$ cat config.mk
export PLATFORM = sky130hd
export DESIGN_NAME = dpcoll_arb
export DESIGN_NICKNAME = d
export VERILOG_FILES = /design/src/rtl/dpa_pkg.sv /design/src/rtl/dpa_port_track.sv /design/src/rtl/dpa_decide.sv /design/src/rtl/dpa_port_gate.sv /design/src/rtl/dpcoll_arb.sv
export SDC_FILE = /design/constraint.sdc
export NUM_CORES = 1
export LEC_CHECK = 0
export CORE_ASPECT_RATIO = 1.1
export CORE_UTILIZATION = 42
export CTS_CLUSTER_DIAMETER = 60
export DETAILED_ROUTE_END_ITERATION = 10
export HOLD_SLACK_MARGIN = 0.05
export PLACE_DENSITY = 0.83
export SLEW_MARGIN = 20
export SYNTH_ARGS = -nofsm -noshare
export SYNTH_HDL_FRONTEND = slang
export SYNTH_SLANG_ARGS = --single-unit
$ cat constraint.sdc
create_clock -name clk -period 2.2 [get_ports clk]
set_input_delay 0.44 -clock clk [delete_from_list [all_inputs] [get_ports clk]]
set_output_delay 0.44 -clock clk [all_outputs]
set_load 0.005 [all_outputs]
$ cat src/rtl/dpa_pkg.sv
package dpa_pkg;
  typedef enum logic {SIDE_L = 1'b0, SIDE_R = 1'b1} side_e;
  localparam int NPORT = 2;
endpackage

$ cat src/rtl/dpa_port_track.sv
module dpa_port_track #(
  parameter int AW = 10
) (
  input  logic          clk,
  input  logic          rst,
  input  logic          en,
  input  logic          we,
  input  logic [AW-1:0] addr,
  output logic          arrive,
  output logic          toggle
);
  logic          en_q;
  logic          we_q;
  logic [AW-1:0] addr_q;

  always_ff @(posedge clk) begin
    if (rst) begin
      en_q   <= 1'b0;
      we_q   <= 1'b0;
      addr_q <= '0;
    end else begin
      en_q   <= en;
      we_q   <= we;
      addr_q <= addr;
    end
  end

  // an arrival is what can complete a match this cycle
  assign arrive = (en & ~en_q) | (addr != addr_q);
  // any change the loser makes that lets its read data move on
  assign toggle = (en != en_q) | (we != we_q) | (addr != addr_q);
endmodule

$ cat src/rtl/dpa_decide.sv
module dpa_decide
  import dpa_pkg::*;
#(
  parameter int AW = 10
) (
  input  logic          clk,
  input  logic          rst,
  input  logic          slave_mode,
  input  logic          l_en,
  input  logic [AW-1:0] l_addr,
  input  logic          l_arrive,
  input  logic          r_en,
  input  logic [AW-1:0] r_addr,
  input  logic          r_arrive,
  output logic          match,
  output logic          lose_l,
  output logic          lose_r
);
  logic  coll_q;
  side_e win_q;
  side_e win_new;
  side_e win_now;

  assign match = l_en & r_en & (l_addr == r_addr);

  // only the left moved: the right was in place first and wins
  assign win_new = (l_arrive & ~r_arrive) ? SIDE_R : SIDE_L;
  assign win_now = coll_q ? win_q : win_new;

  always_comb begin
    lose_l = 1'b0;
    lose_r = 1'b0;
    if (!slave_mode && match) begin
      lose_l = (win_now == SIDE_R);
      lose_r = (win_now == SIDE_L);
    end
  end

  always_ff @(posedge clk) begin
    if (rst) begin
      coll_q <= 1'b0;
      win_q  <= SIDE_L;
    end else begin
      coll_q <= ~slave_mode & match;
      if (match) win_q <= win_now;
    end
  end


  winner_held_chk: assert property (@(posedge clk) disable iff (rst)
    (coll_q && match && !slave_mode) |=> (win_q == $past(win_q)));


  one_loser_chk: assert property (@(posedge clk) disable iff (rst)
    $onehot0({lose_l, lose_r}));
endmodule

$ cat src/rtl/dpa_port_gate.sv
module dpa_port_gate (
  input  logic clk,
  input  logic rst,
  input  logic slave_mode,
  input  logic en,
  input  logic we,
  input  logic toggle,
  input  logic lose_local,
  input  logic busy_in_n,
  output logic wr_go,
  output logic rd_hold,
  output logic busy_n
);
  logic lose_eff;

  assign lose_eff = slave_mode ? ~busy_in_n : lose_local;
  assign wr_go    = en & we & ~lose_eff;
  assign rd_hold  = lose_eff & ~toggle;

  always_ff @(posedge clk) begin
    if (rst) busy_n <= 1'b1;
    else     busy_n <= slave_mode | ~lose_local;
  end


  wr_pass_no_busy_chk: assert property (@(posedge clk) disable iff (rst)
    wr_go |=> busy_n);


  slave_quiet_chk: assert property (@(posedge clk) disable iff (rst)
    slave_mode |=> busy_n);
endmodule

$ cat src/rtl/dpcoll_arb.sv
module dpcoll_arb
  import dpa_pkg::*;
#(
  parameter int AW = 10
) (
  input  logic          clk,
  input  logic          rst,
  input  logic          slave_mode,
  input  logic          l_en,
  input  logic          l_we,
  input  logic [AW-1:0] l_addr,
  input  logic          l_busy_in_n,
  input  logic          r_en,
  input  logic          r_we,
  input  logic [AW-1:0] r_addr,
  input  logic          r_busy_in_n,
  output logic          l_busy_n,
  output logic          r_busy_n,
  output logic          l_wr_go,
  output logic          r_wr_go,
  output logic          l_rd_hold,
  output logic          r_rd_hold
);
  logic [NPORT-1:0] en_a, we_a, bin_a, arr_a, tog_a, lose_a;
  logic [NPORT-1:0] go_a, hold_a, busy_a;
  logic [AW-1:0]    addr_a [NPORT];
  logic             match;

  assign en_a      = {r_en, l_en};
  assign we_a      = {r_we, l_we};
  assign bin_a     = {r_busy_in_n, l_busy_in_n};
  assign addr_a[0] = l_addr;
  assign addr_a[1] = r_addr;

  for (genvar p = 0; p < NPORT; p++) begin : g_port
    dpa_port_track #(.AW(AW)) u_trk (
      .clk(clk), .rst(rst), .en(en_a[p]), .we(we_a[p]), .addr(addr_a[p]),
      .arrive(arr_a[p]), .toggle(tog_a[p])
    );
    dpa_port_gate u_gate (
      .clk(clk), .rst(rst), .slave_mode(slave_mode), .en(en_a[p]),
      .we(we_a[p]), .toggle(tog_a[p]), .lose_local(lose_a[p]),
      .busy_in_n(bin_a[p]), .wr_go(go_a[p]), .rd_hold(hold_a[p]),
      .busy_n(busy_a[p])
    );
  end

  dpa_decide #(.AW(AW)) u_dec (
    .clk(clk), .rst(rst), .slave_mode(slave_mode),
    .l_en(l_en), .l_addr(l_addr), .l_arrive(arr_a[0]),
    .r_en(r_en), .r_addr(r_addr), .r_arrive(arr_a[1]),
    .match(match), .lose_l(lose_a[0]), .lose_r(lose_a[1])
  );

  assign l_busy_n  = busy_a[0];
  assign r_busy_n  = busy_a[1];
  assign l_wr_go   = go_a[0];
  assign r_wr_go   = go_a[1];
  assign l_rd_hold = hold_a[0];
  assign r_rd_hold = hold_a[1];


  busy_exclusive_chk: assert property (@(posedge clk) disable iff (rst)
    l_busy_n || r_busy_n);


  busy_needs_match_chk: assert property (@(posedge clk) disable iff (rst)
    (!l_busy_n || !r_busy_n) |-> $past(l_en && r_en && (l_addr == r_addr)));


  release_chk: assert property (@(posedge clk) disable iff (rst)
    !match |=> (l_busy_n && r_busy_n));
endmodule

After elaboration in Yosys (flattened, before gate mapping)

Index checks and enable logic that the tools add are counted.
W data, S select, Z words.

Equal/unequal tests: 7
Multiplexer cells: 6
Bitwise gates (word level): 33
Reduce and logical (&&, ||, !) cells: 2

Operators by type and width:

| cell                | number |
|---|---|
| $ne A10 B10 Y1      | 2 |
| $not A1 Y1          | 13 |
| $and A1 B1 Y1       | 12 |
| $eq A10 B10 Y1      | 1 |
| $or A1 B1 Y1        | 8 |
| $mux W1             | 6 |
| $ne A1 B1 Y1        | 4 |
| $logic_and A1 B1 Y1 | 1 |
| $logic_not A1 Y1    | 1 |

Flip-flop bits (word level): 28
Input port bits: 29
Output and inout port bits: 6
Word-level logic and storage cells: 58

Longest topological paths before layout

Gate-level depths: netlist of the first run.

Depth after elaboration: 12
Depth in mapped cells: 7

Modules after synthesis

A second synthesis of the first run with hierarchy kept.

Cell total of the unflattened synthesis: 129
Area total of the unflattened synthesis: 1291.2 um2

By module, submodules not included:

| module         | times used | cells each | area each (um2) | sequential area each (um2) |
|---|---|---|---|---|
| dpa_port_track | 2          | 44         | 469.2           | 240.2 |
| dpa_decide     | 1          | 27         | 220.2           | 40.0 |
| dpa_port_gate  | 2          | 7          | 66.3            | 20.0 |

Least setup slack after synthesis of the first run

OpenSTA, ideal clock, no wires.

Path kind: input-to-output
Start point: in r_addr[8]
End point: out l_rd_hold
Data arrival time: 1.789 ns
Required time: 1.760 ns
Path slack: -0.029 ns
Cell stages on the path: 6
Buffers on the path: 0
Path through: xor2_1 > nor4_2 > nand2_1 > o31a_1 > o31a_1 > nor4_2

Cells in the longest elaborated chain, start to end: 9
Elaborated cells between the ends (all ways): 12
Classes of those cells: 2 x eq/ne; 4 x mux; 5 x bitwise; 1 x reduce/logical

Ends and longest elaborated chain:

| item            | line                 | text |
|---|---|---|
| start, declared | dpcoll_arb.sv:15     | `input logic [AW-1:0] r_addr,` |
| $ne A10 B10 Y1  | dpa_port_track.sv:29 | `assign arrive = (en & ~en_q) \| (addr != addr_q);` |
| $or A1 B1 Y1    | dpa_port_track.sv:29 |  |
| $not A1 Y1      | dpa_decide.sv:27     | `assign win_new = (l_arrive & ~r_arrive) ? SIDE_R : SIDE_L;` |
| $and A1 B1 Y1   | dpa_decide.sv:27     |  |
| $mux W1         | dpa_decide.sv:27     |  |
| $mux W1         | dpa_decide.sv:28     | `assign win_now = coll_q ? win_q : win_new;` |
| $mux W1 *       | dpa_decide.sv:33     | `if (!slave_mode && match) begin` |
| $mux W1 *       | dpa_port_gate.sv:16  | `assign lose_eff = slave_mode ? ~busy_in_n : lose_local;` |
| $and A1 B1 Y1 * | dpa_port_gate.sv:18  | `assign rd_hold = lose_eff & ~toggle;` |
| end, declared   | dpcoll_arb.sv:21     | `output logic l_rd_hold,` |

Every way passes the cells marked *; elsewhere a longest branch is shown, timed or not.

Final worst setup path of the first run

Start point: reg g_port[1].u_trk.addr_q[0]
End point: out l_rd_hold

Cells in the longest elaborated chain, start to end: 9

Ends and longest elaborated chain:

| item                   | line                 | text |
|---|---|---|
| start, declared        | dpa_port_track.sv:14 | `logic [AW-1:0] addr_q;` |
| start signal, assigned | dpa_port_track.sv:24 | `addr_q <= addr;` |
| $ne A10 B10 Y1         | dpa_port_track.sv:29 |  |
| $or A1 B1 Y1           | dpa_port_track.sv:29 |  |
| $not A1 Y1             | dpa_decide.sv:27     |  |
| $and A1 B1 Y1          | dpa_decide.sv:27     |  |
| $mux W1                | dpa_decide.sv:27     |  |
| $mux W1                | dpa_decide.sv:28     |  |
| $mux W1                | dpa_decide.sv:33     |  |
| $mux W1                | dpa_port_gate.sv:16  |  |
| $and A1 B1 Y1          | dpa_port_gate.sv:18  |  |

Every way passes these cells.

==> metrics.cfg, run 1 <==
[pwr]
pwr-share-clk_pct = 21.8
power.total_mw = 0.925
vdd_drop_max_mv = 0.304
combinational_group_share_of_total_power_pct = 19.7
seq_pwr_share_pct = 58.5
cellPowerDensity_nw_per_um2 = 510
cell_internal_pwr_mw = 0.699
switching_share_pct = 24.4
power_switching_mw = 0.226
power_leakage_nw = 0.758

[min_path]
hold_path_startpoint = r_addr[2]
holdPathEnd = g_port[1].u_trk.addr_q[2]
whs_path_depth = 2
hp-class = in2reg

[route]
postRouteAntennaNets = 0
drt_pre_antenna_iters = 3
avgRoutedWirePerCell_um = 12.4
routed_via_density = 4.85
drt-initial-drc-count = 10
drt_drc_violations_left = 0
num_vias = 1043
drt-total-wl_mm = 2.66

[sta]
fin_ws_ns = -0.310
report.final.setup_viol = 4
period_utilization_pct = 114
timing.setup.tns_ns = -1.15
fin_worst_skew_ns = 0.000554
hold_ws_ns = 0.493
rsz_0062_raised_after_global_routing = yes
fmax_ghz = 0.398
relSlewSlack_pct = 81.1
final_period_minus_worst_setup_slack_ns = 2.51
report.final.hold_viol_count = 0
worstMarginPinSlew_ns = 0.282
report.final.slew_viol_count = 0

[cells_and_area]
area_delta_synth_final_pct = 45.7
fin_nets = 215
multi_input_area_um2 = 696
antenna_cells_inserted = 0
most_frequent_cells_in_the_layout = sky130_fd_sc_hd__dfxtp_1, sky130_fd_sc_hd__nor2b_1, sky130_fd_sc_hd__buf_4, sky130_fd_sc_hd__xor2_1, sky130_fd_sc_hd__dlygate4sd2_1
fillers = 237
final_area_um2 = 1810
mostFrequentLayoutCell = sky130_fd_sc_hd__dfxtp_1
seqCellArea_um2 = 563
layout-drive-gt1-share_pct = 24.2

[critical_path]
critPathArrivalTime_ns = 2.07
cp_max_fo = 2
critPathRequiredTime_ns = 1.76
timing.critical_path.from_type = flip-flop
r2r_cells = 7
regToRegEndpoint = u_dec.win_q
end_kind = output port
r2r-start = g_port[1].u_trk.addr_q[0]
worst_setup_path_category = reg2out
rrSetupSlack_ns = 0.33

[global_route]
largest_net_degree_at_the_start_of_global_routing = 18
grt_remaining_overflow = 0
grt_pass1_wl_mm = 4.64
groute.usage.overall_pct = 20.1
grt_pass1_vias = 1150
grt_antenna_before_repair = 0

[die]
die_y_um = 59.1
coreArea_um2 = 2800
die-width_um = 53.9
start_util_pct = 44.4
num_ports = 35
floorplan.rows = 20
die_area_um2 = 3190

[logic_synthesis]
synth.ff_latch_count = 28
netlist-cell-type-count = 21
synthCells = 124
post_synth.cell_area_avg_um2 = 10.0
synth_nets = 155
yosys_warnings = 0
post_synth_instance_area_um2 = 1240
yosysSeqAreaShare_pct = 45.0

[cts]
cts.sink_count = 28
worst_setup_hold_path_clk_slew_ns = 0.14
cts_buffer_depth = 2
cts-buffers-inserted = 3
holdBufCountCts = 0
ctsHtreeMaxLevel = 1
worst_skew_pair.late_latency_ns = 0.31
clockRootBuffer = sky130_fd_sc_hd__clkbuf_4
cts_tree = done

[placement]
hpwl_reported_at_the_end_of_detailed_placement_mm = 2.13
placement.cell_area_um2 = 1750
place.gp.congestion = 0.759
portBuffers = 34

[run]
max-cap-violations = 0

[run_status]
status = complete, but fails checks
violations_in_the_final_reports = negative setup slack

synthesized netlist by cell type:
cell / n / area (um^2)
sky130_fd_sc_hd__nand2_1: 6 / 22.5
sky130_fd_sc_hd__or4_1: 1 / 7.51
sky130_fd_sc_hd__nor2_1: 3 / 11.3
sky130_fd_sc_hd__clkbuf_1: 2 / 7.51
sky130_fd_sc_hd__nand3_1: 2 / 10.0
sky130_fd_sc_hd__o31a_1: 2 / 17.5
sky130_fd_sc_hd__nor4_2: 4 / 50.1
sky130_fd_sc_hd__nor4_1: 2 / 12.5
sky130_fd_sc_hd__ha_1: 2 / 25.0
sky130_fd_sc_hd__or3b_2: 1 / 8.76
sky130_fd_sc_hd__nor3_1: 3 / 15.0
sky130_fd_sc_hd__a21oi_1: 2 / 10.0
sky130_fd_sc_hd__nand2b_1: 2 / 12.5
sky130_fd_sc_hd__nor2b_1: 25 / 156
sky130_fd_sc_hd__xor2_1: 21 / 184
sky130_fd_sc_hd__and3_1: 2 / 12.5
sky130_fd_sc_hd__xnor2_1: 11 / 96.3
sky130_fd_sc_hd__o21ai_0: 1 / 5.00
sky130_fd_sc_hd__inv_1: 2 / 7.51
sky130_fd_sc_hd__nand4_1: 2 / 12.5
sky130_fd_sc_hd__dfxtp_1: 28 / 561
power groups by stage:
stage / Clock, mW / Sequential, mW / Combinational [mW]
global placement: 0 / 0.551 / 0.186
CTS: 0.210 / 0.542 / 0.183
global route: 0.231 / 0.544 / 0.202
detailed placement: 0 / 0.552 / 0.192
floorplan: 0 / 0.550 / 0.0816
finish: 0.202 / 0.541 / 0.182
metal layers:
layer | vias to the layer above | global-route usage [%] | wire [um]
met3 | 4 | 3.33 | 130
met2 | 31 | 37.9 | 1430
met5 | - | 0 | 0
li1 | 522 | - | -
met1 | 486 | 21.8 | 1080
met4 | 0 | 6.77 | 24
critical path, stage by stage, from the launching register on:
cell and delay [ns]:
sky130_fd_sc_hd__dfxtp_1 0.33, sky130_fd_sc_hd__xor2_1 0.17, sky130_fd_sc_hd__nor4_2 0.28, sky130_fd_sc_hd__nand2_1 0.11, sky130_fd_sc_hd__o31a_1 0.33, sky130_fd_sc_hd__o31a_1 0.26
sky130_fd_sc_hd__nor4_2 0.13, sky130_fd_sc_hd__buf_2 0.15
layout make-up:
cell class,instances,area share [%]
clock buffer,3,1.24
inverter,2,0.414
multi-input combinational,92,38.3
sequential,28,31.0
tap,33,2.28
timing repair buffer,57,26.7
through the flow:
| step | utilization, % | cells | setup WS, ns |
|---|---|---|---|
| global placement | 62.3 | 206 | -0.997 |
| CTS | 64.7 | 215 | -0.315 |
| finish | 64.7 | 215 | -0.310 |
| global route | 64.7 | 215 | -0.460 |
| floorplan | - | 124 | 0.0159 |
| detailed placement | 62.3 | 206 | -1.03 |
what timing repair did:
action	in CTS	in global routing
pin swaps	22	5
cloned	0	0
endpoints found under the setup margin	4	4
gates resized for setup	57	1
buffers inserted	6	0
cell families (layout without fill, tap and decap cells):
logic type	after synthesis	count (layout)	share of synthesized area, %
xor gates and xnor gates	32	32	22.5
adders and majority gates	2	2	2.01
DFF	28	28	45.0
and+or+nand+nor	53	53	26.6
AOI/OAI and AO/OA	5	5	2.61
buffers and inverters	4	62	1.21
sequential cells by signal, summed over array words and instances (netlist names):
| name | count |
|---|---|
| g_port.u_trk.we_q | 2 |
| g_port.u_gate.busy_n | 2 |
| g_port.u_trk.addr_q | 20 |
| u_dec.coll_q | 1 |
| u_dec.win_q | 1 |
| g_port.u_trk.en_q | 2 |
how the worst max path moves through the flow:
stage | from | endpoint | slack [ns] | cells past startpoint
after floorplan | r_addr[8] | l_wr_go | 0.02 | 6
after global placement | r_addr[7] | l_rd_hold | -1.0 | 8
after detailed placement | r_addr[7] | l_rd_hold | -1.03 | 8
after CTS | g_port[1].u_trk.addr_q[7] | l_rd_hold | -0.31 | 7
after global routing | g_port[1].u_trk.addr_q[0] | r_wr_go | -0.46 | 8
final | g_port[1].u_trk.addr_q[0] | l_rd_hold | -0.31 | 7
No activity file was read; power rests on OpenSTA's default activity.
==> run 2, diff against run 1 <==
GPL_TIMING_DRIVEN = 0   (was unset)
==> metrics.cfg, run 2 (synthesis results as in run 1) <==
[run_status]
status = complete, but fails checks
violations_in_the_final_reports = negative setup slack

[cts]
cts.sink_count = 28
clockRootBuffer = sky130_fd_sc_hd__clkbuf_4
cts_tree = done
worst_setup_hold_path_clk_slew_ns = 0.14
worst_skew_pair.late_latency_ns = 0.31
cts_buffer_depth = 2
ctsHtreeMaxLevel = 1
cts-buffers-inserted = 3

[sta]
hold_ws_ns = 0.488
period_utilization_pct = 121
relSlewSlack_pct = 64.7
rsz_0062_raised_after_global_routing = yes
fmax_ghz = 0.375
report.final.hold_viol_count = 0
report.final.slew_viol_count = 0
worstMarginPinSlew_ns = 0.530
report.final.setup_viol = 4
fin_worst_skew_ns = 0.00195
fin_ws_ns = -0.469
final_period_minus_worst_setup_slack_ns = 2.67

[pwr]
vdd_drop_max_mv = 0.356
power.total_mw = 0.958
cellPowerDensity_nw_per_um2 = 530
power_leakage_nw = 0.748

[route]
drt-total-wl_mm = 2.76
drt_pre_antenna_iters = 4
postRouteAntennaNets = 0
num_vias = 1028
avgRoutedWirePerCell_um = 13.0
drt-initial-drc-count = 9
drt_drc_violations_left = 0
routed_via_density = 4.83

[global_route]
grt_pass1_wl_mm = 4.28
largest_net_degree_at_the_start_of_global_routing = 16
grt_antenna_before_repair = 0
groute.usage.overall_pct = 19.0
grt_remaining_overflow = 0
grt_pass1_vias = 1010

[cells_and_area]
final_area_um2 = 1810
antenna_cells_inserted = 0
most_frequent_cells_in_the_layout = sky130_fd_sc_hd__dfxtp_1, sky130_fd_sc_hd__nor2b_1, sky130_fd_sc_hd__xor2_1, sky130_fd_sc_hd__dlygate4sd2_1, sky130_fd_sc_hd__buf_4
area_delta_synth_final_pct = 45.3
layout-drive-gt1-share_pct = 21.7
largest_register_ffs = 20
fin_nets = 212
registers.top_by_ff_count = g_port.u_trk.addr_q
mostFrequentLayoutCell = sky130_fd_sc_hd__dfxtp_1

[critical_path]
worst_setup_path_category = in2out
critPathRequiredTime_ns = 1.76
critical_path.cell_chain = clkdlybuf4s15_1 -> xor2_1 -> nor4_2 -> nand2_1 -> o31a_1 -> o31a_1 -> buf_4 -> nor4_2 -> buf_2
end_kind = output port
timing.critical_path.from_type = input port
rrSetupSlack_ns = 0.08
r2r-start = g_port[1].u_trk.addr_q[2]
critical-path-slowest-cell = sky130_fd_sc_hd__o31a_1
regToRegEndpoint = u_dec.win_q
cp_max_fo = 3
crit_path_max_incr_delay_ns = 0.31
critPathArrivalTime_ns = 2.23
r2r_cells = 10

[min_path]
hold_path_startpoint = r_addr[2]
hp-class = in2reg
whs_path_depth = 2
holdPathEnd = g_port[1].u_trk.addr_q[2]

[run]
max-cap-violations = 0

[placement]
portBuffers = 34
worst_slack_after_detailed_placement_ns = -1.12
place.gp.congestion = 0.754
hpwl_reported_at_the_end_of_detailed_placement_mm = 1.89
placement.cell_area_um2 = 1630

[die]
start_util_pct = 44.4
coreArea_um2 = 2800
die-width_um = 53.9
floorplan.rows = 20
num_ports = 35
die_area_um2 = 3190
die_y_um = 59.1

run 2: changes by cell type in the layout (fill, tap and decap cells not counted), moves of 2 or more:
cell,previous run,this run
sky130_fd_sc_hd__clkdlybuf4s15_1,6,4
sky130_fd_sc_hd__clkbuf_1,0,2
sky130_fd_sc_hd__buf_6,1,5
sky130_fd_sc_hd__buf_4,22,13
sky130_fd_sc_hd__dlygate4sd2_1,13,16
run 2: report_power, final:
part / switching [mW] / internal, mW
Clock: 0.136 / 0.101
Combinational: 0.0794 / 0.101
Sequential: 0.00948 / 0.531
run 2: worst max-delay path by stage:
| stage | start | end |
|---|---|---|
| finish | r_addr[5] | l_rd_hold |
| global route | g_port[1].u_trk.addr_q[2] | l_rd_hold |
| CTS | g_port[1].u_trk.addr_q[2] | l_rd_hold |
| detailed placement | r_addr[8] | l_rd_hold |
| global placement | r_addr[8] | l_rd_hold |
| floorplan | r_addr[8] | l_wr_go |
run 2: repair_timing:
action                                  in CTS  in global routing
pin swaps                                   18                  5
endpoints found under the setup margin       4                  5
buffers inserted                            19                  3
hold buffers                                 0                  0
gates resized for setup                     50                  7
run 2: final cells by class:
cell class                      instances  area [um^2]
Buffer                                  2         7.51
Clock buffer                            4         36.3
Fill cell                             246          993
Inverter                                2         7.51
Multi-Input combinational cell         92          698
Sequential cell                        28          562
Tap cell                               33         41.3
Timing Repair Buffer                   52          457
run 2: per-layer routing:
layer / track usage, % / wire length, um
met1: 21.6 / 1160
met2: 34.0 / 1450
met3: 3.08 / 105
met4: 7.89 / 45
met5: 0 / 0
run 2: critical path, delay by kind of cell:
| family | cells | cell delay, ns |
|---|---|---|
| compound gates | 2 | 0.57 |
| simple gates | 3 | 0.52 |
| buf+inv | 3 | 0.51 |
| xor+xnor | 1 | 0.19 |
run 2: through the flow:
step,util [%],TNS [ns],std cells
after global placement,58.0,-4.19,191
after floorplan,-,0,124
after global routing,64.6,-2.21,213
after CTS,63.3,-1.54,211
after detailed placement,58.0,-4.06,191
final,64.6,-1.73,213
==> run 3, diff against run 2 <==
SLEW_MARGIN = 40   (was 20)
==> results of run 3 <==
The final DEF is identical to that of run 2; final timing and power are the same.
